[src/rtl/uart_tx_pkg.sv]
package uart_tx_pkg;

  localparam int FRAME_W  = 13;  // start + 9 data + parity + 2 stop
  localparam int FLEN_W   = 4;

  typedef enum logic [1:0] {
    SRC_DIV1  = 2'd0,
    SRC_DIV8  = 2'd1,
    SRC_DIV32 = 2'd2,
    SRC_EXT   = 2'd3
  } src_sel_e;

  // parity over the bits actually sent
  function automatic logic parity_of(input logic [8:0] d, input logic nine,
                                     input logic odd);
    logic [8:0] m;
    m = nine ? d : {1'b0, d[7:0]};
    return (^m) ^ odd;
  endfunction

  function automatic logic [FLEN_W-1:0] frame_len(input logic nine,
                                                  input logic par,
                                                  input logic two);
    logic [FLEN_W-1:0] n;
    n = 4'd1 + (nine ? 4'd9 : 4'd8) + {3'b000, par} + (two ? 4'd2 : 4'd1);
    return n;
  endfunction

  // bit 0 goes out first; unused upper positions stay 1 (stop/mark)
  function automatic logic [FRAME_W-1:0] build_frame(input logic [8:0] d,
                                                     input logic nine,
                                                     input logic par,
                                                     input logic odd);
    logic [FRAME_W-1:0] f;
    f    = '1;
    f[0] = 1'b0;
    for (int i = 0; i < 9; i++) begin
      if (i < 8 || nine) f[1+i] = d[i];
    end
    if (par) begin
      if (nine) f[10] = parity_of(d, nine, odd);
      else      f[9]  = parity_of(d, nine, odd);
    end
    return f;
  endfunction

endpackage

[src/rtl/uart_tx_baud.sv]
module uart_tx_baud
  import uart_tx_pkg::*;
#(
  parameter int DIV_W       = 8,
  parameter int PRE_W       = 5,
  parameter int SYNC_STAGES = 2
) (
  input  logic             clk,
  input  logic             rst_n,
  input  logic [1:0]       src_sel,
  input  logic [DIV_W-1:0] div_n,
  input  logic             ext_clk,
  input  logic             run,
  input  logic             restart,
  output logic             src_pulse,
  output logic             bit_tick
);
  localparam int CNT_W = DIV_W + 4;

  logic [PRE_W-1:0]       pre_cnt;
  logic [SYNC_STAGES:0]   sync_q;
  logic [CNT_W-1:0]       cnt;
  logic [CNT_W-1:0]       limit;
  logic                   ext_rise;

  always_ff @(posedge clk or negedge rst_n) begin
    if (!rst_n) pre_cnt <= '0;
    else        pre_cnt <= pre_cnt + 1'b1;
  end

  // synchronizer chain plus one history stage for edge detection
  always_ff @(posedge clk or negedge rst_n) begin
    if (!rst_n) sync_q[0] <= 1'b0;
    else        sync_q[0] <= ext_clk;
  end

  for (genvar s = 1; s <= SYNC_STAGES; s++) begin : g_sync
    always_ff @(posedge clk or negedge rst_n) begin
      if (!rst_n) sync_q[s] <= 1'b0;
      else        sync_q[s] <= sync_q[s-1];
    end
  end

  assign ext_rise = sync_q[SYNC_STAGES-1] & ~sync_q[SYNC_STAGES];

  always_comb begin
    unique case (src_sel_e'(src_sel))
      SRC_DIV1:  src_pulse = 1'b1;
      SRC_DIV8:  src_pulse = &pre_cnt[2:0];
      SRC_DIV32: src_pulse = &pre_cnt[4:0];
      default:   src_pulse = ext_rise;
    endcase
  end

  assign limit    = {div_n, 4'hF};
  assign bit_tick = run & src_pulse & (cnt == limit);

  always_ff @(posedge clk or negedge rst_n) begin
    if (!rst_n)                cnt <= '0;
    else if (restart)          cnt <= '0;
    else if (run && src_pulse) cnt <= (cnt == limit) ? '0 : cnt + 1'b1;
  end

endmodule

[src/rtl/uart_tx_hold.sv]
module uart_tx_hold #(
  parameter int DATA_W = 9
) (
  input  logic              clk,
  input  logic              rst_n,
  input  logic              wr_valid,
  input  logic [DATA_W-1:0] wr_data,
  input  logic              take,
  output logic              full,
  output logic [DATA_W-1:0] data
);
  always_ff @(posedge clk or negedge rst_n) begin
    if (!rst_n) begin
      full <= 1'b0;
      data <= '0;
    end else if (wr_valid) begin
      full <= 1'b1;
      data <= wr_data;
    end else if (take) begin
      full <= 1'b0;
    end
  end
endmodule

[src/rtl/uart_tx_shift.sv]
module uart_tx_shift
  import uart_tx_pkg::*;
(
  input  logic       clk,
  input  logic       rst_n,
  input  logic       load,
  input  logic [8:0] load_data,
  input  logic       nine_bit,
  input  logic       par_en,
  input  logic       par_odd,
  input  logic       two_stop,
  input  logic       bit_tick,
  output logic       busy,
  output logic       frame_end,
  output logic       txd
);
  logic [FRAME_W-1:0] frame_q;
  logic [FLEN_W-1:0]  len_q;
  logic [FLEN_W-1:0]  idx_q;
  logic               last_bit;

  assign last_bit  = (idx_q == len_q - 1'b1);
  assign frame_end = busy & bit_tick & last_bit;
  assign txd       = busy ? frame_q[idx_q] : 1'b1;

  always_ff @(posedge clk or negedge rst_n) begin
    if (!rst_n) begin
      busy    <= 1'b0;
      frame_q <= '1;
      len_q   <= '0;
      idx_q   <= '0;
    end else if (load) begin
      busy    <= 1'b1;
      frame_q <= build_frame(load_data, nine_bit, par_en, par_odd);
      len_q   <= frame_len(nine_bit, par_en, two_stop);
      idx_q   <= '0;
    end else if (frame_end) begin
      busy    <= 1'b0;
      idx_q   <= '0;
    end else if (busy && bit_tick) begin
      idx_q   <= idx_q + 1'b1;
    end
  end
endmodule

[src/rtl/uart_tx_dbuf.sv]
module uart_tx_dbuf
  import uart_tx_pkg::*;
#(
  parameter int DIV_W = 8
) (
  input  logic             clk,
  input  logic             rst_n,
  input  logic             tx_en,
  input  logic             nine_bit,
  input  logic             par_en,
  input  logic             par_odd,
  input  logic             two_stop,
  input  logic [DIV_W-1:0] div_n,
  input  logic [1:0]       clk_sel,
  input  logic             ext_clk,
  input  logic             wr_valid,
  input  logic [8:0]       wr_data,
  input  logic             irq_on_done,
  input  logic             irq_ack,
  output logic             txd,
  output logic             buf_empty,
  output logic             shift_empty,
  output logic             irq
);
  logic       buf_full;
  logic [8:0] buf_data;
  logic       busy;
  logic       frame_end;
  logic       bit_tick;
  logic       src_pulse;
  logic       load_evt;
  logic       done_evt;
  logic       irq_evt;

  // a character enters the shifter when idle or on the last tick of a frame
  assign load_evt = buf_full & tx_en & (~busy | frame_end);
  assign done_evt = frame_end & ~buf_full;
  assign irq_evt  = irq_on_done ? done_evt : load_evt;

  uart_tx_baud #(.DIV_W(DIV_W)) u_baud (
    .clk       (clk),
    .rst_n     (rst_n),
    .src_sel   (clk_sel),
    .div_n     (div_n),
    .ext_clk   (ext_clk),
    .run       (busy),
    .restart   (load_evt),
    .src_pulse (src_pulse),
    .bit_tick  (bit_tick)
  );

  uart_tx_hold #(.DATA_W(9)) u_hold (
    .clk      (clk),
    .rst_n    (rst_n),
    .wr_valid (wr_valid),
    .wr_data  (wr_data),
    .take     (load_evt),
    .full     (buf_full),
    .data     (buf_data)
  );

  uart_tx_shift u_shift (
    .clk       (clk),
    .rst_n     (rst_n),
    .load      (load_evt),
    .load_data (buf_data),
    .nine_bit  (nine_bit),
    .par_en    (par_en),
    .par_odd   (par_odd),
    .two_stop  (two_stop),
    .bit_tick  (bit_tick),
    .busy      (busy),
    .frame_end (frame_end),
    .txd       (txd)
  );

  always_ff @(posedge clk or negedge rst_n) begin
    if (!rst_n)       irq <= 1'b0;
    else if (irq_evt) irq <= 1'b1;
    else if (irq_ack) irq <= 1'b0;
  end

  assign buf_empty   = ~buf_full;
  assign shift_empty = ~buf_full & ~busy;

endmodule

[config.mk]
export PLATFORM = sky130hd
export DESIGN_NAME = uart_tx_dbuf
export DESIGN_NICKNAME = d
export VERILOG_FILES = /design/src/rtl/uart_tx_pkg.sv /design/src/rtl/uart_tx_baud.sv /design/src/rtl/uart_tx_hold.sv /design/src/rtl/uart_tx_shift.sv /design/src/rtl/uart_tx_dbuf.sv
export SDC_FILE = /design/constraint.sdc
export NUM_CORES = 1
export LEC_CHECK = 0
export BUFFER_PORTS_ARGS = -buffer_cell sky130_fd_sc_hd__clkbuf_2
export CORE_ASPECT_RATIO = 1.2
export CORE_MARGIN = 1
export CORE_UTILIZATION = 32
export DETAILED_ROUTE_END_ITERATION = 12
export GPL_TIMING_DRIVEN = 0
export PLACE_DENSITY = 0.57
export REMOVE_ABC_BUFFERS = 1
export SYNTH_ARGS = -nofsm -noshare
export SYNTH_HDL_FRONTEND = slang
export SYNTH_SLANG_ARGS = --single-unit
[constraint.sdc]
create_clock -name clk -period 3 [get_ports clk]
set_input_delay 0 -clock clk [delete_from_list [all_inputs] [get_ports clk]]
set_output_delay 0 -clock clk [all_outputs]
set_load 0.03 [all_outputs]
==> results of run 1 <==
## worst reg2reg max path, cell delays in order (launching register included)
cell,delay [ns]
dfrtp_1,0.39
ha_1,0.18
and3_1,0.17
ha_1,0.14
nand2b_1,0.08
a311oi_4,0.55
nand2_1,0.30
or4_1,0.53
a21oi_1,0.15
## cells in the final DEF (no fill, tap or decap), types with 11 or more instances in the layout
master,count
a21oi_1,12
clkbuf_2,32
dfrtp_1,40
dfstp_2,11
dlygate4sd3_1,12
inv_1,14
mux2_2,14
nand2_1,12
o21ai_0,16
xnor2_1,21
## layer usage
metal | part of all wire | wire, µm | vias up | track usage
met2 | 0.48 | 2290 | 31 | 0.212
met1 | 0.49 | 2330 | 867 | 0.148
li1 | - | - | 894 | -
met3 | 0.028 | 135 | 5 | 0.0291
met5 | 0 | 0 | - | 0
met4 | 0.0096 | 46 | 0 | 0.0430
## power breakdown
part	leakage, µW	total (µW)	switching [µW]	internal, µW
registers	0.000610	774	44.5	730
clock network	0.0000618	514	239	275
logic	0.000762	206	95.0	111
total	0.00143	1490	379	1120
## final timing paths
path / start / endpoint / slack (ns) / depth (start not counted)
max: u_baud.pre_cnt[0] / u_shift.idx_q[3] / 0.43 / 8
min: tx_en / u_shift.busy / 0.01 / 3
max reg2reg: u_baud.pre_cnt[0] / u_shift.idx_q[3] / 0.43 / 8
min reg2reg: u_baud.sync_q[0] / u_baud.sync_q[1] / 0.36 / 0
max in group asynchronous: rst_n / u_shift.frame_q[1] / 2.33 / 3
min in group asynchronous: rst_n / u_baud.pre_cnt[4] / 0.10 / 2
## logic make-up (layout without fill, tap and decap cells)
logic type               after synthesis  after routing  synth area share
flip-flops                            51             51             0.485
AO/OA/AOI/OAI                         37             37            0.0898
adder cells (fa/ha/maj)                8              8            0.0405
XOR/XNOR                              25             25            0.0875
AND/OR/NAND/NOR                       61             61             0.136
buffers and inverters                 20             68            0.0320
multiplexers                          26             26             0.129
## Yosys cell counts, types with 4 or more instances
cell type	count
dfrtp_1	40
o21ai_0	16
nand3_1	8
a21oi_1	12
inv_1	14
mux2_2	14
and3_1	8
dfstp_2	11
mux2i_1	4
ha_1	7
nand2_1	12
mux2_4	5
xnor2_1	21
nor2_1	10
## final cells by class
cell class	instances	area [µm²]
Clock buffer	6	82.6
Inverter	14	52.6
Clock inverter	2	38.8
Sequential cell	51	1290
Fill cell	792	4930
Timing Repair Buffer	46	305
Multi-Input combinational cell	157	1280
Tap cell	95	119
## sequential cells by signal, indices dropped and copies added (netlist names)
| register | flops |
|---|---|
| u_hold.full | 1 |
| u_hold.data | 9 |
| u_baud.pre_cnt | 5 |
| u_shift.idx_q | 4 |
| u_shift.len_q | 4 |
| u_baud.sync_q | 3 |
| irq | 1 |
| u_baud.cnt | 12 |
| u_shift.busy | 1 |
| u_shift.frame_q | 11 |
## metrics by stage
step            util  hold slack, ns  total power [µW]
6_report       0.391          0.0150              1490
5_1_grt        0.391          0.0338              1570
4_1_cts        0.388         0.00270              1510
3_5_place_dp   0.359           0.110               982
3_3_place_gp   0.359           0.109               975
2_1_floorplan      -          -0.296               908
==> results.md, run 1 <==
- Number of clock sinks: 51
- Fraction of registers with async set or reset after synthesis: 1.00
- Primary FF master, synth: dfrtp_1
- Buffers from clock root to sink, at most: 2
- Count of final max-slew check failures: 0
- Die width: 85.2 µm
- Placed cells: 350
- Remaining design rule violation count: 0
- Largest net degree at the start of global routing: 52
- Post-CTS Hold Buffers: 11
- Result of the run: complete, no violations
- Final number of setup-violating endpoints: 0
- Fraction of final layout cells sized beyond drive strength 1: 0.293
- Number of clock buffers inserted by TritonCTS: 5
- Worst-margin pin slew: 1.26 ns
- Clock-pin slew of the registers on the worst-case setup and hold paths: 0.10 ns
- Worst stage delay on the critical path: 0.55 ns
- Number of vias after detailed routing: 1797
- Final nets: 313
- Fmax: 388 MHz
- Via/cell ratio: 4.84
- Leakage: 0.00143 µW
- Setup crit start kind: register
- Wire length of the first global-routing pass: 8260 µm
- Number of search-and-repair iterations in the first detailed-routing pass: 4
- Die outline area: 8680 µm²
- Cell type group with the largest total delay on the critical path: simple AND/OR/NAND/NOR gates
- Most area-hungry cell type in the Yosys netlist: dfrtp_1
- Routed length per instance: 12.9 µm
- Vert. Die Dim: 102 µm
- Slew Limit Headroom: 0.154
- Mean instance size in the synthesized netlist: 11.7 µm²
- Critical Path, Cell by Cell: ha_1, and3_1, ha_1, nand2b_1, a311oi_4, nand2_1, or4_1, a21oi_1
- Period utilization: 0.858
- Worst vdd rail ir drop: 0.223 mV
- Power density normalized to cell area: 471 nW/µm²
- Final standard cell count with taps included and fillers excluded: 371
- Overall fraction of global-route tracks in use: 0.122
- Number of violations reported at the end of detailed-routing iteration 0: 45
- Number of flip-flops and latches in the synthesized netlist: 51
- Post-detailed-placement cell area: 2910 µm²
- Setup repair after global routing missed its margin: no
- Biggest fanout along the worst timing path: 10
- Clock latency reported for the late side of the worst-skew pair: 0.31 ns
- Worst clock skew on the final layout: 0.00881 ns
- Synth Cell Area: 2660 µm²
- Crit path buf inv count: 0
- Number of distinct library cells after synthesis: 42
- Endpoint required time on the critical path: 3.23 ns
- Pre-CTS setup slack: 0.447 ns
- Vias in the first global route: 1835
- Class of the most critical hold timing path: primary input to register
- Min Tclk post-route: 2.57 ns
- Total inserted antenna cells: 0
- Number of buffers added for setup after CTS: 0
- Routed Antenna Nets: 0
- Cells after synthesis: 228
- Number of levels in the clock H-tree: 2
- Area of the core region: 8110 µm²
- Layout area overhead: 19.3%
- Cell Rows: 36
- RePlAce Congestion: 0.717
- Count of flip-flops with a built-in enable after synthesis: 0
- Post-synth top area share: 0.376
- Max-cap violations: 0
- Final Hold Vio Count: 0
- Kind of critical path: register to register
- Initial antenna violation count: 0
- Master cell of the clock root buffer: clkbuf_8
- Overflow left after global routing: 0
- Starting density of the core: 0.328
- CTS tree: done
- Detail Placement HPWL: 3440 µm
- Main area contributors after synthesis: dfrtp_1, dfstp_2, xnor2_1, mux2_2, ha_1
- Critical path capture point type: register
- Share of the yosys chip area belonging to registers: 0.485
- Cell with the largest stage delay on the worst path: a311oi_4
- Arrival time worst endpoint: 2.81 ns
- Port Buffers: 33
- Total length of routed wires: 4800 µm
- Top Ports: 34
- Number of warnings printed during yosys synthesis: 0
- CTS resizes: 0
- Final TNS setup: 0 ns
- Slack of the critical path: 0.425 ns
- Post-Layout Inst Area: 3170 µm²
- Dominant cell type by count on the critical path: ha_1
Note: power is estimated with default switching activity, not from simulation.
==> run 2, diff against run 1 <==
- CORE_ASPECT_RATIO: 1.2 -> 1.25
- MAX_ROUTING_LAYER: unset -> met4
==> run 2 against run 1 <==
Clock power shrank 1%. Critical path depth is the same. Clock-buffer cell count is the same. Global-route usage is essentially flat. Non-clock buffer count is the same. Final cell count is the same. Flip-flop and latch count is the same. Sequential share of layout area is the same. Setup slack gained 0.032 ns. Die area is essentially flat. Sequential power is essentially flat. Via count grew 1.4%. Critical path type unchanged. Critical endpoint unchanged.
==> results.md, run 2 (synthesis gave the netlist of run 1 again) <==
- Overall fraction of global-route tracks in use: 0.122 (+0.000315)
- Arrival time worst endpoint: 2.77 ns (-0.04 ns)
- Layout fillers: 761 (-3.9%)
- Period utilization: 0.848 (-0.0106)
- Commonest non-fill, non-tap cell in the layout: dfrtp_1
- Combined flip-flop and latch cell area: 1290 µm² (unchanged)
- Overflow left after global routing: 0 (unchanged)
- Leakage: 0.00143 µW (unchanged)
- Total length of routed wires: 4810 µm (+0.19%)
- Power density normalized to cell area: 469 nW/µm² (-0.43%)
- Biggest registers after layout: u_baud.cnt x12, u_shift.frame_q x11, u_hold.data x9
- Number of clock sinks: 51 (unchanged)
- Number of clock buffers inserted by TritonCTS: 5 (unchanged)
- Worst vdd rail ir drop: 0.240 mV (+7.6%)
- Layout area overhead: 19.3% (unchanged)
- Flip-flop count of the largest register, all copies and words added: 12 (unchanged)
- Result of the run: complete, no violations
- Buffers from clock root to sink, at most: 2 (unchanged)
- Largest net degree at the start of global routing: 52 (unchanged)
- Critical path capture point type: register
- Final Hold Vio Count: 0 (unchanged)
- Final nets: 313 (unchanged)
- Min Tclk post-route: 2.54 ns (-0.0317 ns)
- Die width: 83.6 µm (-2.0%)
- Via/cell ratio: 4.91 (+1.4%)
- Biggest register: u_baud.cnt
- Total area of multi-input combinational cells: 1280 µm² (unchanged)
- Remaining design rule violation count: 0 (unchanged)
- Max-cap violations: 0 (unchanged)
- Final TNS setup: 0 ns (unchanged)
- Clock-pin slew of the registers on the worst-case setup and hold paths: 0.10 ns (about the same)
- Cell Rows: 36 (unchanged)
- Routed Antenna Nets: 0 (unchanged)
- Port Buffers: 33 (unchanged)
- Vias in the first global route: 1833 (-0.11%)
- Total inserted antenna cells: 0 (unchanged)
- Slew Limit Headroom: 0.148 (-0.00631)
- Number of violations reported at the end of detailed-routing iteration 0: 49 (+8.9%)
- Kind of critical path: register to register
- Die outline area: 8680 µm² (about the same)
- Worst-margin pin slew: 1.27 ns (+0.00938 ns)
- RePlAce Congestion: 0.753 (+5.1%)
- Vert. Die Dim: 104 µm (+2.0%)
- Placed cells: 350 (unchanged)
- Endpoint required time on the critical path: 3.23 ns (about the same)
- Number of search-and-repair iterations in the first detailed-routing pass: 4 (unchanged)
- Number of levels in the clock H-tree: 2 (unchanged)
- Class of the most critical hold timing path: primary input to register
- Detail Placement HPWL: 3470 µm (+0.87%)
- CTS tree: done
- Fmax: 393 MHz (+1.2%)
- Fraction of final layout cells sized beyond drive strength 1: 0.293 (unchanged)
- Count of final max-slew check failures: 0 (unchanged)
- Final number of setup-violating endpoints: 0 (unchanged)
- Initial antenna violation count: 0 (unchanged)
- Area of the core region: 7930 µm² (-2.2%)
- Routed length per instance: 13.0 µm (+0.19%)
- Worst clock skew on the final layout: 0.00766 ns (-0.00115 ns)
- CTS resizes: 0 (unchanged)
- Wire length of the first global-routing pass: 8360 µm (+1.2%)
- Setup crit start kind: register
- Setup repair after global routing missed its margin: no
- Clock latency reported for the late side of the worst-skew pair: 0.31 ns (about the same)
- Commonest non-fill, non-tap cells in the layout: dfrtp_1, clkbuf_2, xnor2_1, o21ai_0
- Biggest fanout along the worst timing path: 10 (unchanged)
- Worst hold-check slack: 0.00731 ns (-0.00767 ns)
- Final standard cell count with taps included and fillers excluded: 371 (unchanged)
- Top Ports: 34 (unchanged)
- Number of vias after detailed routing: 1822 (+1.4%)
- Master cell of the clock root buffer: clkbuf_8
- Starting density of the core: 0.336 (+0.00746)
run 2: cell counts in the layout (fill, tap and decap cells not counted):
Identical to the previous run, type by type.
run 2: final timing paths:
path | start | endpoint | slack (ns) | cells after the start
max in group asynchronous | rst_n | u_shift.frame_q[4] | 2.32 | 3
max reg2reg | u_baud.pre_cnt[0] | u_shift.idx_q[3] | 0.46 | 8
min reg2reg | u_baud.sync_q[0] | u_baud.sync_q[1] | 0.36 | 0
max | u_baud.pre_cnt[0] | u_shift.idx_q[3] | 0.46 | 8
min | tx_en | u_shift.busy | 0.007 | 3
min in group asynchronous | rst_n | u_baud.cnt[10] | 0.10 | 2
run 2: power by group:
group,switching [µW],internal (µW)
clock network,234,275
logic,94.3,111
registers,43.9,730
run 2: repair_timing:
action                                  in CTS  in global routing
hold endpoints to repair                    12                  0
setup buffers                                0                  0
endpoints found under the setup margin       0                  0
hold buffers                                12                  0
run 2: layout make-up:
type	instances	area share
clock inverter	2	0.0122
inverter	14	0.0166
timing repair buffer	46	0.0962
sequential	51	0.407
clock buffer	6	0.0260
tap	95	0.0375
multi-input combinational	157	0.405
run 2: routing by layer:
metal  track usage  share of wire  vias to the layer above
li1              -              -                      890
met1         0.145           0.45                      894
met2         0.204           0.49                       30
met3        0.0294          0.036                        8
met4        0.0375          0.016                        0
met5             -              0                        -
run 2: worst max-delay path: stages (launching register included):
cell	delay, ns
dfrtp_1	0.38
ha_1	0.18
and3_1	0.16
ha_1	0.15
nand2b_1	0.09
a311oi_4	0.53
nand2_1	0.28
or4_1	0.55
a21oi_1	0.16
run 2: metrics by stage:
step	worst slack (ns)	cell area (µm²)	total power (µW)	util
2_1_floorplan	0.800	2630	908	-
3_3_place_gp	0.504	2910	975	0.367
3_5_place_dp	0.450	2910	980	0.367
4_1_cts	0.415	3150	1510	0.398
5_1_grt	0.209	3170	1570	0.400
6_report	0.457	3170	1490	0.400
